**src/rtl/fp_flag_cmp.sv**
```systemverilog
module fp_flag_cmp (
  input  logic        clk,
  input  logic        rst,
  input  logic        in_valid,
  input  logic [1:0]  fmt,
  input  logic        zero_sel,
  input  logic        half_en,
  input  logic [63:0] opa,
  input  logic [63:0] opb,
  output logic        out_valid,
  output logic [3:0]  flags,
  output logic        invalid,
  output logic        undef
);

  localparam logic [3:0] C_LT = 4'b1000;
  localparam logic [3:0] C_EQ = 4'b0110;
  localparam logic [3:0] C_GT = 4'b0010;
  localparam logic [3:0] C_UN = 4'b0011;

  logic [63:0] rhs;
  logic        sa, sb, na, nb;
  logic [62:0] ma, mb;
  logic        bad_fmt, any_nan, same, a_less;
  logic [3:0]  code;

  assign rhs = zero_sel ? 64'd0 : opb;

  always_comb begin
    case (fmt)
      2'b11: begin
        sa = opa[15];
        sb = rhs[15];
        ma = {48'd0, opa[14:0]};
        mb = {48'd0, rhs[14:0]};
        na = (&opa[14:10]) && (|opa[9:0]);
        nb = (&rhs[14:10]) && (|rhs[9:0]);
      end
      2'b00: begin
        sa = opa[31];
        sb = rhs[31];
        ma = {32'd0, opa[30:0]};
        mb = {32'd0, rhs[30:0]};
        na = (&opa[30:23]) && (|opa[22:0]);
        nb = (&rhs[30:23]) && (|rhs[22:0]);
      end
      default: begin
        sa = opa[63];
        sb = rhs[63];
        ma = opa[62:0];
        mb = rhs[62:0];
        na = (&opa[62:52]) && (|opa[51:0]);
        nb = (&rhs[62:52]) && (|rhs[51:0]);
      end
    endcase
  end

  assign bad_fmt = (fmt == 2'b10) || (fmt == 2'b11 && !half_en);
  assign any_nan = na || nb;
  assign same    = ((ma == '0) && (mb == '0)) || ((sa == sb) && (ma == mb));
  assign a_less  = (sa != sb) ? sa : (sa ? (ma > mb) : (ma < mb));

  always_comb begin
    if (bad_fmt)      code = 4'b0000;
    else if (any_nan) code = C_UN;
    else if (same)    code = C_EQ;
    else if (a_less)  code = C_LT;
    else              code = C_GT;
  end

  always_ff @(posedge clk) begin
    if (rst) begin
      out_valid <= 1'b0;
      flags     <= 4'b0000;
      invalid   <= 1'b0;
      undef     <= 1'b0;
    end else begin
      out_valid <= in_valid;
      if (in_valid) begin
        flags   <= code;
        invalid <= !bad_fmt && any_nan;
        undef   <= bad_fmt;
      end
    end
  end


  valid_follow_chk: assert property (@(posedge clk) disable iff (rst)
    in_valid |=> out_valid);


  valid_drop_chk: assert property (@(posedge clk) disable iff (rst)
    !in_valid |=> !out_valid);


  hold_idle_chk: assert property (@(posedge clk) disable iff (rst)
    !in_valid |=> $stable(flags) && $stable(invalid) && $stable(undef));


  undef_quiet_chk: assert property (@(posedge clk) disable iff (rst)
    out_valid && undef |-> flags == 4'b0000 && !invalid);


  invalid_code_chk: assert property (@(posedge clk) disable iff (rst)
    out_valid && !undef |-> invalid == (flags == C_UN));


  legal_code_chk: assert property (@(posedge clk) disable iff (rst)
    out_valid && !undef |-> flags == C_LT || flags == C_EQ || flags == C_GT || flags == C_UN);


  reserved_fmt_chk: assert property (@(posedge clk) disable iff (rst)
    in_valid && fmt == 2'b10 |=> undef);

endmodule

```
**config.mk**
```make
export PLATFORM = sky130hd
export DESIGN_NAME = fp_flag_cmp
export DESIGN_NICKNAME = d
export VERILOG_FILES = /design/src/rtl/fp_flag_cmp.sv
export SDC_FILE = /design/constraint.sdc
export NUM_CORES = 1
export LEC_CHECK = 0
export ABC_AREA = 1
export CORE_AREA = 2 2 93 95
export DETAILED_ROUTE_END_ITERATION = 7
export DIE_AREA = 0 0 95 97
export GPL_TIMING_DRIVEN = 0
export PLACE_DENSITY = 0.91
export SYNTH_ARGS = -nofsm -noshare
export SYNTH_HDL_FRONTEND = slang
export SYNTH_SLANG_ARGS = --single-unit
```
**constraint.sdc**
```tcl
create_clock -name clk -period 3.45 [get_ports clk]
set_input_delay 0.345 -clock clk [delete_from_list [all_inputs] [get_ports clk]]
set_output_delay 0.345 -clock clk [all_outputs]
set_load 0.005 [all_outputs]
```
* Word-level counts from Yosys, hierarchy flattened
Cells that the tools add are included.
Cells by class: shift-type cells 0, div/mod/pow operators 0, add/sub/neg operators 0, multiply operators 0, order comparisons 2, reduce and logical (&&, ||, !) cells 30, equal/unequal tests 5, bitwise operators 0, multiplexer cells 13
Operators by type and width (number):
- one-hot mux 63 bit (2 select lines) | 2
- zero test 63 bit | 2
- OR reduction 52 bit | 2
- two-way mux 64 bit | 1
- equality test 63 bit | 1
- greater-than comparator 63 bit | 1
- < comparator 63 bit | 1
- OR reduction 23 bit | 2
- AND reduction 11 bit | 2
- OR reduction 10 bit | 2
- two-way mux 4 bit | 4
- AND reduction 8 bit | 2
- logical AND 1 bit | 10
- AND reduction 5 bit | 2
- one-hot mux 1 bit (2 select lines) | 4
- equality test 2 bit (second input constant) | 2
- logical OR 1 bit | 3
- zero test 1 bit | 2
- zero test 2 bit | 1
- two-way mux 1 bit | 2
- equality test 1 bit | 1
- inequality test 1 bit | 1
Word-level totals: logic and storage cells 54, bits in writable memories 0, bits in registers 7, input port bits 135, ROM bits 0, latch bits 0, memories 0, output and inout port bits 7

* Longest topological paths before layout
depth after elaboration 9, gate-level depth with buffers 24, depth with buffers taken out 22

* Least setup slack after synthesis
OpenSTA, ideal clock, no wires.
kind input port to flip-flop, start in fmt[0], end reg flags[1], arrival 2830 ps, path slack 504 ps, stages 21, library setup time 116 ps, cells stage by stage inv_1 ha_1 buf_2 buf_2 buf_1 clkbuf_1 nand2_1 inv_1 ha_1 nand2_1 nor2_1 nor3b_1 nand3_1 nor2_1 nand2_1 nand2_1 nand2_1 nand2_1 nand3_1 nand2_1 a21oi_1
Between the ends: word-level cells in the longest chain between the ends 9, elaborated cells on any way between the ends 28, classes of those cells 2 x order compare; 5 x eq/ne; 12 x mux; 9 x reduce/logical
RTL lines:
- start, declared | RTL line 5 | input logic [1:0] fmt,
- equality test 2 bit / zero test 2 bit (equally long branches) | RTL line 30, 58
- one-hot mux 63 bit (2 select lines) | RTL line 30 | case (fmt)
- < comparator 63 bit / greater-than comparator 63 bit (equally long branches) | RTL line 61 | assign a_less = (sa != sb) ? sa : (sa ? (ma > mb) : (ma < mb));
- two-way mux 1 bit (2 in series) | RTL line 61
- two-way mux 4 bit | RTL line 67 | else if (a_less) code = C_LT;
- two-way mux 4 bit | RTL line 66 | else if (same) code = C_EQ;
- two-way mux 4 bit | RTL line 65 | else if (any_nan) code = C_UN;
- two-way mux 4 bit (*) | RTL line 64 | if (bad_fmt) code = 4'b0000;
- end signal, assigned | RTL line 80 | flags <= code;
- end, declared | RTL line 11 | output logic [3:0] flags,
Every way passes the cells marked *; elsewhere a longest branch is shown, timed or not. A chain may end at the register's enable or synchronous reset.

* Final worst setup path
start in fmt[1], end reg flags[1]
The elaborated chain is that of the path after synthesis.

==> impl_metrics.yaml <==
outcome:
  status: "finished, final reports clean"
setup_path:
  r2r_cells: 2
  startpoint_type: "primary input"
  crit_top_cell: "nand2_1"
  path_cells: "clkdlybuf4s50_1, inv_1, ha_4, inv_4, nor2_4, buf_8, buf_4, nand2_1, ha_1, nand2_1, nor2_2, and3_1, nand4_1, nor2_2, nand2_1, nand2_1, nor2_2, nand3_1, nand2_1, a21oi_1"
  cp.arrival_ns: 3.43
  crit_slowest_cell: "clkdlybuf4s50_1"
  worst-setup-path-type: "primary input to flip-flop"
  required_ns: 3.60
  max_stage_delay_ns: 0.52
  cp_max_fo: 10
  reg2reg_to: "invalid$_SDFFE_PP0P_"
  rr_startpoint: "invalid$_SDFFE_PP0P_"
  r2r_slack_ns: 2.83
  worstSetupEndpointType: "flip-flop"
power_and_ir_drop:
  p_leak_uw: 0.002852
  vdd_drop_max_v: 0.00009615
  pwr_density_cell_nw_per_um2: 174.5
  finalPower_uw: 936.3
yosys:
  synth_top_cells_by_area: "nand2_1 (27%), ha_1 (22%), nor2_1 (13%)"
  synth-seq-cells: 6
  syn_avg_cell_area_um2: 5.059
  synth_cell_types: 32
  synth_top_area_share_pct: 27.16
  synthCells: 732
  ys_warn_count: 0
  synth_top_cell_by_area: "nand2_1"
  ys_seq_area_share_pct: 3.243
  syn-num-nets: 933
  syn_area_um2: 3704
job:
  cap_violations: 0
placed_design:
  dp_hpwl_um: 11320
  globalplace.congestion: 1.002
  dp_slack_ns: -0.7881
  port_buffers: 141
route:
  routedWlPerCell_um: 13.31
  drt-total-wl_um: 13060
  final_antenna_net_count: 0
  dr.pass1.iters: 5
  vias: 5078
  drc: 0
  drt_iter0_drc: 404
  routed_via_density: 5.176
clock_tree:
  clkTransAtPathRegs_ns: 0.04
  cts_inserted_buffers: 3
  cts_max_path_buffers: 2
  clk_latency_ns: 0.22
  h-tree-depth: 1
  clock_sinks: 6
  cts_tree: "built"
  root_buffer: "clkbuf_8"
timing:
  drv_slew: 0
  rsz0062_at_grt: "no"
  clock.fmax_mhz: 305.1
  worst_pin_slew_ns: 0.4106
  fin_ws_ns: 0.1722
  hold_violations: 0
  setup_tns_ns: 0
  slew_headroom_pct: 72.63
  period_share_pct: 95.01
  fin_crit_ns: 3.278
  clock_skew_ns: 0
  setup_viol: 0
cells_and_area:
  drive_above_1_share_pct: 3.881
  finish.net_count: 1079
  mostFrequentLayoutCells: "nand2_1 (267), clkdlybuf4s50_1 (141), nor2_1 (122), inv_1 (113), ha_1 (65)"
  utilization_pct: 65.96
  area_growth_pct: 44.86
  layout_commonest_cell: "nand2_1"
  antenna_cells: 0
die:
  start_util_pct: 45.53
  coreArea_um2: 8134
  dieHeight_um: 97
  row_count: 33
  die_x_um: 95
  ioPinCount: 142
  die-area_um2: 9215
global_routing:
  grt_pass1_vias: 4603
  grt.total_usage_pct: 27.17
  grt_max_degree: 29
  gr-total-overflow: 0
  grt_pass1_wl_um: 20420
  antenna_found_initial: 0
worst_hold_path:
  whs_path_depth: 2
  hold_path_startpoint: "flags[3]$_SDFFE_PP0P_"
  hold_end: "flags[3]$_SDFFE_PP0P_"
  hp-class: "flip-flop to flip-flop"
[how the worst max path moves through the flow]
stage                                 end  startpoint
floorplan           flags[1]$_SDFFE_PP0P_      fmt[0]
global placement    flags[1]$_SDFFE_PP0P_      fmt[1]
detailed placement  flags[1]$_SDFFE_PP0P_      fmt[1]
CTS                 flags[1]$_SDFFE_PP0P_      fmt[1]
global route        flags[1]$_SDFFE_PP0P_      fmt[1]
finish              flags[1]$_SDFFE_PP0P_      fmt[1]
[final cells by class]
cell class / count / area (µm²)
sequential: 6 / 120.1
multi-input combinational: 594 / 3095
buffer: 14 / 112.6
inverter: 116 / 437.9
timing repair buffer: 143 / 1426
tap: 105 / 131.4
fill: 781 / 2769
clock buffer: 3 / 41.29
[power breakdown]
group          switching [µW]  total (µW)  internal, µW
clock network            29.5         104          74.9
logic                     411         756           346
registers                1.88        75.8          73.9
total                     442         936           494
[layer usage]
metal	global-route usage [%]	share of wire, %	vias to the layer above
met4	5.797	1.6	0
met1	36.98	43	2202
met2	45.99	46	261
met3	2.570	9.9	24
met5	0	0	-
li1	-	-	2591
[registers in the layout, indices dropped and copies added, names as in the netlist]
| signal | count |
|---|---|
| flags | 3 |
| invalid | 1 |
| out_valid | 1 |
| undef | 1 |
[kinds of logic after synthesis]
family	Yosys count	share of synthesized area, %
buf+inv	132	14.19
simple gates	471	51.93
flops	6	3.243
fa+ha+maj	66	22.30
compound gates	56	8.108
xor+xnor	1	0.2365
[Yosys cell counts, drive strengths merged]
| cell | n |
|---|---|
| a21o | 4 |
| a21oi | 29 |
| a22oi | 1 |
| and3 | 1 |
| buf | 13 |
| clkbuf | 3 |
| clkinv | 1 |
| dfxtp | 6 |
| ha | 66 |
| inv | 115 |
| nand2 | 269 |
| nand3 | 38 |
| nand3b | 2 |
| nand4 | 22 |
| nor2 | 128 |
| nor3 | 7 |
| nor3b | 1 |
| nor4 | 1 |
| nor4b | 1 |
| o21a | 1 |
| o21ai | 21 |
| or2 | 1 |
| xnor2 | 1 |
[what timing repair did]
item,in CTS,in global routing
pin swaps,0,3
hold buffers,0,0
setup endpoints to repair,3,3
resized for setup,3,22
setup buffers,0,2
[through the flow]
stage | area, µm² | hold slack, ns | std cells
after floorplan | 3704 | 0.4141 | 732
after global routing | 5365 | 0.4930 | 981
after global placement | 5246 | 0.4575 | 978
after detailed placement | 5246 | 0.4619 | 978
after CTS | 5285 | 0.4671 | 979
final | 5365 | 0.4632 | 981
[critical path: cells and delay by family]
family / cells / cell delay, ns
compound gates: 1 / 0.11
fa+ha+maj: 2 / 0.59
buf+inv: 5 / 1.02
simple gates: 12 / 1.34
(Power assumes the default switching activity.)
